==> src/rtl/synch_pkg.sv <==
package synch_pkg;

  typedef enum logic [1:0] {
    TH_IDLE,
    TH_WAIT,
    TH_RUN
  } thrState_t;

  typedef enum logic [1:0] {
    ENG_IDLE,
    ENG_PRE,
    ENG_POST
  } engState_t;

  typedef struct packed {
    logic pushQ;
    logic memWr;
  } ctrlStrobe_t;

endpackage

==> src/rtl/synch_dp.sv <==
module synch_dp
  import synch_pkg::*;
#(
  parameter int NCTX   = 4,
  parameter int NREG   = 8,
  parameter int AW     = 16,
  parameter int DW     = 32,
  parameter int QDEPTH = 8
) (
  input  logic                          clk,
  input  logic                          rstN,
  input  ctrlStrobe_t                   strb,
  input  logic [$clog2(NCTX)-1:0]       pushCtx,
  input  logic [AW-1:0]                 pushStart,
  input  logic [$clog2(NCTX)-1:0]       postCtx,
  input  logic [$clog2(NREG)-1:0]       postIdx,
  output logic [DW-1:0]                 postData,
  input  logic                          rspValid,
  input  logic [$clog2(NCTX)+$clog2(NREG)-1:0] rspTag,
  input  logic [DW-1:0]                 rspData,
  input  logic                          exWe,
  input  logic [$clog2(NCTX)-1:0]       exCtx,
  input  logic [$clog2(NREG)-1:0]       exReg,
  input  logic [DW-1:0]                 exWdata,
  input  logic [$clog2(NCTX)-1:0]       exRdCtx,
  input  logic [$clog2(NREG)-1:0]       exRdReg,
  output logic [DW-1:0]                 exRdData,
  output logic [$clog2(QDEPTH+1)-1:0]   qCount,
  output logic                          rdyValid,
  output logic [$clog2(NCTX)-1:0]       rdyCtx,
  output logic [AW-1:0]                 rdyStart,
  input  logic                          rdyReady
);
  localparam int CXW   = $clog2(NCTX);
  localparam int RW    = $clog2(NREG);
  localparam int NWORD = NCTX * NREG;
  localparam int QAW   = $clog2(QDEPTH);

  // context register file: one word per (context, register)
  logic [DW-1:0] rf [NWORD];
  logic [CXW+RW-1:0] exIdx;
  assign exIdx = {exCtx, exReg};

  generate
    for (genvar w = 0; w < NWORD; w++) begin : g_word
      always_ff @(posedge clk) begin
        if (!rstN) begin
          rf[w] <= '0;
        end else if (rspValid && rspTag == (CXW+RW)'(w)) begin
          rf[w] <= rspData;
        end else if (exWe && exIdx == (CXW+RW)'(w)) begin
          rf[w] <= exWdata;
        end
      end
    end
  endgenerate

  assign postData = strb.memWr ? rf[{postCtx, postIdx}] : '0;
  assign exRdData = rf[{exRdCtx, exRdReg}];

  // ready queue
  logic [CXW-1:0] qCtx   [QDEPTH];
  logic [AW-1:0]  qStart [QDEPTH];
  logic [QAW-1:0] wrPtr, rdPtr;
  logic           pop;

  assign pop      = rdyValid && rdyReady;
  assign rdyValid = (qCount != '0);
  assign rdyCtx   = qCtx[rdPtr];
  assign rdyStart = qStart[rdPtr];

  always_ff @(posedge clk) begin
    if (!rstN) begin
      wrPtr  <= '0;
      rdPtr  <= '0;
      qCount <= '0;
      for (int i = 0; i < QDEPTH; i++) begin
        qCtx[i]   <= '0;
        qStart[i] <= '0;
      end
    end else begin
      if (strb.pushQ) begin
        qCtx[wrPtr]   <= pushCtx;
        qStart[wrPtr] <= pushStart;
        wrPtr         <= wrPtr + 1'b1;
      end
      if (pop) rdPtr <= rdPtr + 1'b1;
      case ({strb.pushQ, pop})
        2'b10:   qCount <= qCount + 1'b1;
        2'b01:   qCount <= qCount - 1'b1;
        default: qCount <= qCount;
      endcase
    end
  end

  AST_Q_NO_OVERFLOW: assert property (@(posedge clk) disable iff (!rstN)
    strb.pushQ |-> (qCount < ($clog2(QDEPTH+1))'(QDEPTH)) || pop);

  AST_RDY_HOLD: assert property (@(posedge clk) disable iff (!rstN)
    rdyValid && !rdyReady |=> rdyValid && $stable(rdyCtx) && $stable(rdyStart));

endmodule

==> src/rtl/synch_ctrl.sv <==
module synch_ctrl
  import synch_pkg::*;
#(
  parameter int NTHR   = 6,
  parameter int NCTX   = 4,
  parameter int NREG   = 8,
  parameter int AW     = 16,
  parameter int CNTW   = 4,
  parameter int QDEPTH = 8
) (
  input  logic                          clk,
  input  logic                          rstN,
  input  logic                          cfgValid,
  input  logic [$clog2(NTHR)-1:0]       cfgThread,
  input  logic [CNTW-1:0]               cfgCount,
  input  logic [AW-1:0]                 cfgBase,
  input  logic [$clog2(NREG+1)-1:0]     cfgInLen,
  input  logic [$clog2(NREG+1)-1:0]     cfgOutLen,
  input  logic [AW-1:0]                 cfgStart,
  input  logic                          decValid,
  input  logic [$clog2(NTHR)-1:0]       decThread,
  output logic                          syncErr,
  output logic                          memValid,
  output logic                          memWrite,
  output logic [AW-1:0]                 memAddr,
  output logic [$clog2(NCTX)+$clog2(NREG)-1:0] memTag,
  input  logic                          memReady,
  input  logic                          rspValid,
  input  logic [$clog2(NCTX)+$clog2(NREG)-1:0] rspTag,
  input  logic                          doneValid,
  input  logic [$clog2(NCTX)-1:0]       doneCtx,
  input  logic [$clog2(QDEPTH+1)-1:0]   qCount,
  output ctrlStrobe_t                   strb,
  output logic [$clog2(NCTX)-1:0]       pushCtx,
  output logic [AW-1:0]                 pushStart,
  output logic [$clog2(NCTX)-1:0]       postCtx,
  output logic [$clog2(NREG)-1:0]       postIdx
);
  localparam int TW   = $clog2(NTHR);
  localparam int CXW  = $clog2(NCTX);
  localparam int RW   = $clog2(NREG);
  localparam int LW   = $clog2(NREG+1);
  localparam int TAGW = CXW + RW;

  // thread table
  thrState_t     thState [NTHR];
  logic [CNTW-1:0] thCount [NTHR];
  logic [AW-1:0] thBase  [NTHR];
  logic [LW-1:0] thIn    [NTHR];
  logic [LW-1:0] thOut   [NTHR];
  logic [AW-1:0] thStart [NTHR];

  // context table
  logic [NCTX-1:0] ctxUsed, ctxIssuing, ctxPreload, postPend;
  logic [AW-1:0]   ctxBase  [NCTX];
  logic [LW-1:0]   ctxIn    [NCTX];
  logic [LW-1:0]   ctxOut   [NCTX];
  logic [LW-1:0]   ctxLeft  [NCTX];
  logic [TW-1:0]   ctxThr   [NCTX];
  logic [AW-1:0]   ctxStart [NCTX];

  engState_t       engState;
  logic [CXW-1:0]  engCtx;
  logic [LW-1:0]   engIdx;

  // selection logic
  logic [NTHR-1:0] enMask;
  logic [NCTX-1:0] readyMask;
  logic [TW-1:0]   pickThr;
  logic [CXW-1:0]  pickFree, pickPost, pickPush;
  logic            anyEn, anyFree, anyPush, room, decOk, lastBeat;
  logic [CXW-1:0]  rspCtx;

  assign rspCtx = rspTag[TAGW-1:RW];

  always_comb begin
    for (int t = 0; t < NTHR; t++)
      enMask[t] = (thState[t] == TH_WAIT) && (thCount[t] == '0);
    for (int c = 0; c < NCTX; c++)
      readyMask[c] = ctxPreload[c] && !ctxIssuing[c] && (ctxLeft[c] == '0);
    pickThr = '0; anyEn = 1'b0;
    for (int t = NTHR-1; t >= 0; t--)
      if (enMask[t]) begin pickThr = TW'(t); anyEn = 1'b1; end
    pickFree = '0; anyFree = 1'b0;
    pickPost = '0;
    pickPush = '0; anyPush = 1'b0;
    for (int c = NCTX-1; c >= 0; c--) begin
      if (!ctxUsed[c])   begin pickFree = CXW'(c); anyFree = 1'b1; end
      if (postPend[c])   pickPost = CXW'(c);
      if (readyMask[c])  begin pickPush = CXW'(c); anyPush = 1'b1; end
    end
    room     = (int'(qCount) + $countones(ctxPreload)) < QDEPTH;
    decOk    = (thState[decThread] == TH_WAIT) && (thCount[decThread] != '0);
    lastBeat = (LW'(engIdx + 1'b1) == (engState == ENG_POST ? ctxOut[engCtx] : ctxIn[engCtx]));
  end

  // memory request and datapath strobes
  assign memValid  = (engState != ENG_IDLE);
  assign memWrite  = (engState == ENG_POST);
  assign memAddr   = (engState == ENG_POST)
                     ? ctxBase[engCtx] + AW'(ctxIn[engCtx]) + AW'(engIdx)
                     : ctxBase[engCtx] + AW'(engIdx);
  assign memTag    = {engCtx, engIdx[RW-1:0]};
  assign postCtx   = engCtx;
  assign postIdx   = engIdx[RW-1:0];
  assign pushCtx   = pickPush;
  assign pushStart = ctxStart[pickPush];
  assign strb.pushQ = anyPush;
  assign strb.memWr = (engState == ENG_POST);

  always_ff @(posedge clk) begin
    if (!rstN) begin
      syncErr    <= 1'b0;
      ctxUsed    <= '0;
      ctxIssuing <= '0;
      ctxPreload <= '0;
      postPend   <= '0;
      engState   <= ENG_IDLE;
      engCtx     <= '0;
      engIdx     <= '0;
      for (int t = 0; t < NTHR; t++) begin
        thState[t] <= TH_IDLE;
        thCount[t] <= '0;
        thBase[t]  <= '0;
        thIn[t]    <= '0;
        thOut[t]   <= '0;
        thStart[t] <= '0;
      end
      for (int c = 0; c < NCTX; c++) begin
        ctxBase[c]  <= '0;
        ctxIn[c]    <= '0;
        ctxOut[c]   <= '0;
        ctxLeft[c]  <= '0;
        ctxThr[c]   <= '0;
        ctxStart[c] <= '0;
      end
    end else begin
      // synchronization counts
      syncErr <= 1'b0;
      if (decValid) begin
        if (decOk) thCount[decThread] <= thCount[decThread] - 1'b1;
        else       syncErr <= 1'b1;
      end
      if (cfgValid && thState[cfgThread] == TH_IDLE) begin
        thState[cfgThread] <= TH_WAIT;
        thCount[cfgThread] <= cfgCount;
        thBase[cfgThread]  <= cfgBase;
        thIn[cfgThread]    <= cfgInLen;
        thOut[cfgThread]   <= cfgOutLen;
        thStart[cfgThread] <= cfgStart;
      end

      // preload responses and ready-queue push
      if (rspValid && ctxLeft[rspCtx] != '0)
        ctxLeft[rspCtx] <= ctxLeft[rspCtx] - 1'b1;
      if (anyPush) ctxPreload[pickPush] <= 1'b0;
      if (doneValid) postPend[doneCtx] <= 1'b1;

      // memory engine
      case (engState)
        ENG_IDLE: begin
          if (postPend != '0) begin
            postPend[pickPost] <= 1'b0;
            if (ctxOut[pickPost] == '0) begin
              ctxUsed[pickPost]         <= 1'b0;
              thState[ctxThr[pickPost]] <= TH_IDLE;
            end else begin
              engState <= ENG_POST;
              engCtx   <= pickPost;
              engIdx   <= '0;
            end
          end else if (anyEn && anyFree && room) begin
            thState[pickThr]     <= TH_RUN;
            ctxUsed[pickFree]    <= 1'b1;
            ctxPreload[pickFree] <= 1'b1;
            ctxBase[pickFree]    <= thBase[pickThr];
            ctxIn[pickFree]      <= thIn[pickThr];
            ctxOut[pickFree]     <= thOut[pickThr];
            ctxThr[pickFree]     <= pickThr;
            ctxStart[pickFree]   <= thStart[pickThr];
            ctxLeft[pickFree]    <= thIn[pickThr];
            if (thIn[pickThr] != '0) begin
              ctxIssuing[pickFree] <= 1'b1;
              engState <= ENG_PRE;
              engCtx   <= pickFree;
              engIdx   <= '0;
            end
          end
        end
        ENG_PRE: begin
          if (memReady) begin
            if (lastBeat) begin
              ctxIssuing[engCtx] <= 1'b0;
              engState <= ENG_IDLE;
            end else begin
              engIdx <= engIdx + 1'b1;
            end
          end
        end
        ENG_POST: begin
          if (memReady) begin
            if (lastBeat) begin
              ctxUsed[engCtx]         <= 1'b0;
              thState[ctxThr[engCtx]] <= TH_IDLE;
              engState <= ENG_IDLE;
            end else begin
              engIdx <= engIdx + 1'b1;
            end
          end
        end
        default: engState <= ENG_IDLE;
      endcase
    end
  end

  AST_SYNC_ERR_FLAG: assert property (@(posedge clk) disable iff (!rstN)
    decValid && !decOk |=> syncErr);

  AST_NO_ERR_ON_GOOD_DEC: assert property (@(posedge clk) disable iff (!rstN)
    decValid && decOk |=> !syncErr);

  AST_REQ_OWNED_CTX: assert property (@(posedge clk) disable iff (!rstN)
    memValid |-> ctxUsed[engCtx]);

  AST_RSP_EXPECTED: assert property (@(posedge clk) disable iff (!rstN)
    rspValid |-> ctxPreload[rspCtx] && (ctxLeft[rspCtx] != '0));

  AST_PUSH_PRELOADED: assert property (@(posedge clk) disable iff (!rstN)
    anyPush |=> !ctxPreload[$past(pickPush)]);

  AST_FREE_AFTER_POST: assert property (@(posedge clk) disable iff (!rstN)
    memValid && memWrite && memReady && lastBeat |=> !ctxUsed[$past(engCtx)]);

endmodule

==> src/rtl/synch_sched.sv <==
module synch_sched
  import synch_pkg::*;
#(
  parameter int NTHR   = 6,
  parameter int NCTX   = 4,
  parameter int NREG   = 8,
  parameter int AW     = 16,
  parameter int DW     = 32,
  parameter int CNTW   = 4,
  parameter int QDEPTH = 8
) (
  input  logic                          clk,
  input  logic                          rstN,
  input  logic                          cfgValid,
  input  logic [$clog2(NTHR)-1:0]       cfgThread,
  input  logic [CNTW-1:0]               cfgCount,
  input  logic [AW-1:0]                 cfgBase,
  input  logic [$clog2(NREG+1)-1:0]     cfgInLen,
  input  logic [$clog2(NREG+1)-1:0]     cfgOutLen,
  input  logic [AW-1:0]                 cfgStart,
  input  logic                          decValid,
  input  logic [$clog2(NTHR)-1:0]       decThread,
  output logic                          syncErr,
  output logic                          memValid,
  output logic                          memWrite,
  output logic [AW-1:0]                 memAddr,
  output logic [DW-1:0]                 memWdata,
  output logic [$clog2(NCTX)+$clog2(NREG)-1:0] memTag,
  input  logic                          memReady,
  input  logic                          rspValid,
  input  logic [$clog2(NCTX)+$clog2(NREG)-1:0] rspTag,
  input  logic [DW-1:0]                 rspData,
  output logic                          rdyValid,
  output logic [$clog2(NCTX)-1:0]       rdyCtx,
  output logic [AW-1:0]                 rdyStart,
  input  logic                          rdyReady,
  input  logic                          doneValid,
  input  logic [$clog2(NCTX)-1:0]       doneCtx,
  input  logic                          exWe,
  input  logic [$clog2(NCTX)-1:0]       exCtx,
  input  logic [$clog2(NREG)-1:0]       exReg,
  input  logic [DW-1:0]                 exWdata,
  input  logic [$clog2(NCTX)-1:0]       exRdCtx,
  input  logic [$clog2(NREG)-1:0]       exRdReg,
  output logic [DW-1:0]                 exRdData
);
  localparam int CXW = $clog2(NCTX);
  localparam int RW  = $clog2(NREG);
  localparam int QCW = $clog2(QDEPTH+1);

  ctrlStrobe_t    strb;
  logic [CXW-1:0] pushCtx, postCtx;
  logic [AW-1:0]  pushStart;
  logic [RW-1:0]  postIdx;
  logic [QCW-1:0] qCount;

  synch_ctrl #(
    .NTHR(NTHR), .NCTX(NCTX), .NREG(NREG), .AW(AW), .CNTW(CNTW), .QDEPTH(QDEPTH)
  ) u_ctrl (
    .clk(clk), .rstN(rstN),
    .cfgValid(cfgValid), .cfgThread(cfgThread), .cfgCount(cfgCount),
    .cfgBase(cfgBase), .cfgInLen(cfgInLen), .cfgOutLen(cfgOutLen), .cfgStart(cfgStart),
    .decValid(decValid), .decThread(decThread), .syncErr(syncErr),
    .memValid(memValid), .memWrite(memWrite), .memAddr(memAddr), .memTag(memTag),
    .memReady(memReady), .rspValid(rspValid), .rspTag(rspTag),
    .doneValid(doneValid), .doneCtx(doneCtx), .qCount(qCount),
    .strb(strb), .pushCtx(pushCtx), .pushStart(pushStart),
    .postCtx(postCtx), .postIdx(postIdx)
  );

  synch_dp #(
    .NCTX(NCTX), .NREG(NREG), .AW(AW), .DW(DW), .QDEPTH(QDEPTH)
  ) u_dp (
    .clk(clk), .rstN(rstN), .strb(strb),
    .pushCtx(pushCtx), .pushStart(pushStart),
    .postCtx(postCtx), .postIdx(postIdx), .postData(memWdata),
    .rspValid(rspValid), .rspTag(rspTag), .rspData(rspData),
    .exWe(exWe), .exCtx(exCtx), .exReg(exReg), .exWdata(exWdata),
    .exRdCtx(exRdCtx), .exRdReg(exRdReg), .exRdData(exRdData),
    .qCount(qCount), .rdyValid(rdyValid), .rdyCtx(rdyCtx), .rdyStart(rdyStart),
    .rdyReady(rdyReady)
  );

endmodule

==> config.mk <==
export PLATFORM = sky130hd
export DESIGN_NAME = synch_sched
export DESIGN_NICKNAME = d
export VERILOG_FILES = /design/src/rtl/synch_pkg.sv /design/src/rtl/synch_dp.sv /design/src/rtl/synch_ctrl.sv /design/src/rtl/synch_sched.sv
export SDC_FILE = /design/constraint.sdc
export NUM_CORES = 2
export LEC_CHECK = 0
export BUFFER_PORTS_ARGS = -buffer_cell sky130_fd_sc_hd__buf_2
export CELL_PAD_IN_SITES_DETAIL_PLACEMENT = 1
export CELL_PAD_IN_SITES_GLOBAL_PLACEMENT = 1
export CORE_ASPECT_RATIO = 1.75
export CORE_UTILIZATION = 45
export DETAILED_ROUTE_END_ITERATION = 10
export PLACE_DENSITY = 0.74
export SLEW_MARGIN = 20
export SYNTH_ARGS = -nofsm -noshare
export SYNTH_HDL_FRONTEND = slang
export SYNTH_SLANG_ARGS = --single-unit
==> constraint.sdc <==
create_clock -name clk -period 6.5 [get_ports clk]
set_input_delay 1.625 -clock clk [delete_from_list [all_inputs] [get_ports clk]]
set_output_delay 1.625 -clock clk [all_outputs]
set_load 0.005 [all_outputs]
# After elaboration in Yosys (flattened, before gate mapping)
# Memory sizes are Yosys's and may differ from the RTL's. A register that Yosys moved wholly into a read port is not among the register bits.
# Index checks and enable logic that the tools add are counted.
classes:
  magnitude_cmp: 11
  n_mux: 472
  n_addsub: 14
  bitwise: 76
  eq_ne: 89
  n_reduce_logical: 146
op_table:
  columns: ["operator", "count"]
  rows:
  - ["32-bit 2-to-1 mux", 65]
  - ["1-bit 2-to-1 mux", 292]
  - ["5-bit == test, second input constant", 32]
  - ["4-bit 2-to-1 mux", 34]
  - ["16-bit 2-to-1 mux", 6]
  - ["1-bit logical AND", 89]
  - ["2-bit 2-to-1 mux", 42]
  - ["5-bit by 4-bit == test with 1-bit output, second input constant", 16]
  - ["16-bit OR reduction", 5]
  - ["3-bit 2-to-1 mux", 23]
  - ["1-bit OR", 64]
  - ["16-bit by 4-bit adder with 16-bit output", 3]
  - ["4-bit zero test", 11]
  - ["5-bit by 3-bit == test with 1-bit output, second input constant", 8]
  - ["32-bit adder", 1]
  - ["5-bit by 32-bit adder with 32-bit output", 1]
  - ["32-bit by 5-bit less-than comparator with 1-bit output, second input constant", 1]
  - ["4-bit case mux with 2 select lines", 4]
  - ["4-bit OR reduction", 8]
  - ["4-bit AND", 5]
  - ["5-bit by 2-bit == test with 1-bit output, second input constant", 4]
  - ["4-bit nonzero test", 5]
  - ["2-bit by 1-bit == test with 1-bit output, second input constant", 9]
  - ["4-bit OR", 4]
  - ["other kinds (26)", 76]
totals:
  out_inout_bits: 107
  memories: 15
  reg_bits: 35
  inputBits: 140
  elab_cells: 834
  ram_bits: 1632
memory_table:
  columns: ["name", "depth", "width", "rd", "rd_ports_with_merged_regs", "wr", "line", "rtl"]
  rows:
  - ["u_dp.rf", 32, 32, 2, 0, 32, "synch_dp.sv:40", "logic [DW-1:0] rf [NWORD];"]
  - ["u_dp.qStart", 8, 16, 1, 1, 8, "synch_dp.sv:63", "logic [AW-1:0] qStart [QDEPTH];"]
  - ["u_ctrl.thBase", 6, 16, 1, 0, 6, "synch_ctrl.sv:48", "logic [AW-1:0] thBase [NTHR];"]
  - ["u_ctrl.thStart", 6, 16, 1, 0, 6, "synch_ctrl.sv:51", "logic [AW-1:0] thStart [NTHR];"]
  - ["u_ctrl.ctxBase", 4, 16, 1, 1, 4, "synch_ctrl.sv:55", "logic [AW-1:0] ctxBase [NCTX];"]
  - ["u_ctrl.ctxStart", 4, 16, 1, 0, 4, "synch_ctrl.sv:60", "logic [AW-1:0] ctxStart [NCTX];"]
  - ["+9 memories", null, null, null, null, null, null, null]

# Depth between registers and ports, before layout
logic_depth:
  word_depth: 19
  depth_mapped: 18

# Modules after synthesis
# From an unflattened synthesis, not the netlist that was laid out.
hier_totals:
  cells_unflattened: 6414
  area_unflattened_um2: 92824.0
modules_own_cells:
  columns: ["module", "area_each_um2", "seq_area_each_um2", "instances", "cells_each"]
  rows:
  - ["synch_dp", 65501.6, 35333.9, 1, 4143]
  - ["synch_ctrl", 27322.5, 16916.2, 1, 2271]

# Worst setup path after synthesis
# OpenSTA, ideal clock, no wires.
synth_timing:
  kind: "reg2out"
  startpoint: "register (tool-made name)"
  endpoint: "output memAddr[15]"
  setup_slack_ns: 0.316
  path_stages_with_launch: 16
  arrival_ns: 4.559
  path_cell_list: "dfxtp_1 > buf_2 > buf_1 > clkbuf_1 > mux4_2 > fa_1 > ha_1 > inv_1 > fa_1 > nor2b_1 > o21ai_0 > a311oi_1 > and3_1 > nand3_1 > nor3_1 > xor2_1"
synth_lines:
  columns: ["item", "line", "rtl"]
  rows:
  - ["end, declared", "synch_sched.sv:26", "output logic [AW-1:0] memAddr,"]

==> run summary <==
Io pins: 247
Library cells used by synthesis: 82
DIE WIDTH: 343.6 um
HP Start: u_ctrl.thState[1][0]
Setup TNS: 0 ps
Fmax: 0.1605 GHz
Critical Path Max Stage Delay: 560 ps
Worst setup SP type: flop
Crit. End Element: output port
Hold Crit Class: reg -> reg
PD cells: 268.2 nW/um^2
Top-area cell type share of the netlist area: 55.82%
CTS clk-pin slew, worst paths: 60 ps
Fill cells: 19.31k
Synthesized flop and latch total: 1756
Reg power frac: 48.7%
Internal cell power: 20.16 mW
Total Wirelength: 370800 um
Critical path type: reg -> out
Via density: 7.464
Final hold violations: 0
Post-DRT Antenna Nets: 0
Drt drc: 0
Buf/Inv on CP: 2
GP Congestion: 0.9225
RSZ-0062 raised after global routing: false
Sink Count: 1756
Sequential cell area fraction in the yosys report: 56.86%
Setup violations, final: 0
Initial Utilization: 45.25%
Reg-to-reg slack, setup: 1990 ps
Nets@finish: 6323
Switching Fraction: 26.45%
Required @ worst endpoint: 4880 ps
Depth of the worst hold-timing path: 2
Initial antenna violation count: 52
Via count: 66.88k
Skew-Pair Late Insertion Delay: 860 ps
Measured slew at the worst slew-check pin: 1251 ps
Number of flops mapped to enable cells by yosys: 1708
Die Y-Extent: 599.8 um
Root Driver: clkbuf_16
Hold Path Sink: u_ctrl.thState[1][0]
Htree depth: 4
NetSw: 7.250 mW
Cells after Synth: 6250
Max Buffers Root-to-Sink: 4
Vias in the first global route: 68.99k
Dominant cell type by area after synthesis: edfxtp_1
Clk_skew: 65.10 ps
R2R Path End: u_ctrl.ctxStart[1][14]
Ys flop type: edfxtp_1
Total global-route track usage: 35.72%
Leakage power: 34.79 nW
Status: completed
DPL Wire Length: 219000 um
Tmin final: 6232 ps
WL/cell: 41.38 um
Pins Over Slew Limit: 0
Comb pwr share: 13.9%
Hold buffers post-CTS: 0
First-pass GRT wire length: 516500 um
Port buffer count: 246
Relative slew slack: 16.47%
Critical path, cell by cell: mux4_2 -> fa_1 -> ha_1 -> inv_1 -> fa_1 -> nor2b_1 -> o21ai_0 -> a311oi_2 -> and3_1 -> nand3_1 -> nor3_1 -> xor2_1 -> buf_2
Area grow syn2layout: 11.21%
Reg2reg path depth: 10
Reg-to-Reg Start: u_ctrl.thCount[3][2]
Initial DRC Count: 9721
CP Max Fanout: 7
Core area: 203000 sq um
Post-Syn Area: 91890 sq um
Tot Pwr: 27.41 mW
Remaining Overflow, GRT: 0
Ys async rst share: 0%
Synth Area per Inst: 14.70 sq um
CTS Buf Count: 178
CTS tree: built
Synth warn: 0
Row cnt: 219
Arrival time worst endpoint: 4610 ps
CP top delay family: adder cells
Die area: 206100 sq um
Slowest cell on the critical path: mux4_2
Ranking of synthesized cells by area: edfxtp_1 56%, mux4_2 17%, a22o_1 9.8%
Max capacitance violation total: 0
Tcrit/Tclk final: 95.88%
Largest net degree at the start of global routing: 100
Drt pass-1 iters: 8
Worst VDD drop: 0.2343 mV
Clock share of power: 37.4%
Share of cells above drive strength 1: 26.74%
Most common cell on crit path: fa_1
## registers in the layout, summed over array words and instances, names as in the netlist, 12 cells and up, named ones only
register,count
u_ctrl.ctxStart,64
u_ctrl.thCount,32
u_ctrl.thStart,128
u_ctrl.thBase,128
u_ctrl.ctxOut,16
u_dp.qCtx,16
u_dp.qStart,128
u_ctrl.thIn,24
u_ctrl.thState,16
u_dp.rf,1024
u_ctrl.thOut,32
u_ctrl.ctxLeft,16
u_ctrl.ctxIn,16
u_ctrl.ctxThr,12
u_ctrl.ctxBase,64
## metrics by stage
stage          worst slack, ps  instance area [sq um]  cells  hold slack, ps  util [%]
2_1_floorplan            316.3                  91890   6251           443.9         -
3_3_place_gp             608.2                  96580   8621           452.1     47.57
3_5_place_dp             715.7                  96580   8621           474.3     47.57
4_1_cts                  36.98                 102100   8932           484.9     50.28
5_1_grt                  16.42                 102200   8947           502.9     50.31
6_report                 267.8                 102200   8961           485.2     50.33
## cell type report
type	instances	area, sq um	area share [%]
Antenna cell	26	65.06	0.06367
Sequential cell	1756	52270	51.16
Multi-Input combinational cell	3642	37240	36.44
Clock inverter	95	819.5	0.8020
Inverter	87	331.6	0.3245
Timing Repair Buffer	487	3462	3.388
Tap cell	2652	3318	3.247
Clock buffer	216	4679	4.579
## how the worst max path moves through the flow
| stage | depth (start not counted) | endpoint | from |
|---|---|---|---|
| 2_1_floorplan | 15 | memAddr[15] | flop |
| 3_3_place_gp | 14 | memAddr[15] | flop |
| 3_5_place_dp | 14 | memAddr[15] | flop |
| 4_1_cts | 14 | memAddr[15] | flop |
| 5_1_grt | 13 | memAddr[15] | flop |
| 6_report | 13 | memAddr[15] | flop |
## power by group through the flow
stage	logic (mW)	registers (mW)	clock network (mW)
after floorplan	2.40	13.4	0
after global placement	3.64	13.5	0
after detailed placement	3.72	13.6	0
after CTS	3.73	13.3	10.3
after global routing	3.92	13.4	10.6
final	3.80	13.4	10.2
## metal layers
metal  vias up  global-route usage, %  wire, um
met5         -                      0       354
met4        56                  27.23     33590
met3      1903                  11.65     46830
met2      5657                  57.92    177800
met1     34030                  38.67    112200
li1      25240                      -         -
## cells in the mapped netlist (all sizes together) (18+ instances only)
cell	instances
a211oi	96
a21boi	35
a21oi	42
a221o	18
a22o	1027
a311oi	73
and2	163
and3	178
buf	92
clkbuf	674
dfxtp	48
edfxtp	1708
ha	23
inv	85
mux2	71
mux2i	30
mux4	712
nand2	361
nand2b	28
nand3	57
nor2	372
nor2b	23
nor3	23
o21ai	96
o22ai	20
## tightest hold or removal path: stages, from the launching register on
cell and delay [ps]:
dfxtp_1 320, nand2_1 60, a21boi_1 50
## timing repair
item	4_1_cts	5_1_grt
pin swaps	0	1
gates resized for setup	2	3
buffers inserted	0	1
endpoints found under the hold margin	0	0
setup endpoints to repair	3	3
## cell usage in the layout, fill, tap and decap left out, types with 30 or more instances in the layout
cell       count
edfxtp_1    1708
a22o_1      1027
mux4_2       712
nand2_1      346
nor2_1       343
buf_2        241
buf_4        208
clkbuf_16    180
and3_1       167
and2_1       161
o21ai_0       93
inv_1         83
a211oi_1      75
a311oi_1      72
mux2_2        70
nand3_1       49
dfxtp_1       41
clkinv_1      35
a21boi_0      34
a21oi_1       33
clkbuf_1      32
buf_12        31
mux2i_1       30
## cell families after synthesis
kind of cell,Yosys count,share of synthesized area [%]
other,1,0.004081
AOI/OAI and AO/OA,1495,13.49
and+or+nand+nor,1269,6.637
DFF,1756,56.86
xor gates and xnor gates,32,0.3050
adders and majority gates,31,0.4875
buffers and inverters,853,3.561
muxes,813,18.65
Note: power is estimated with default switching activity, not from simulation.
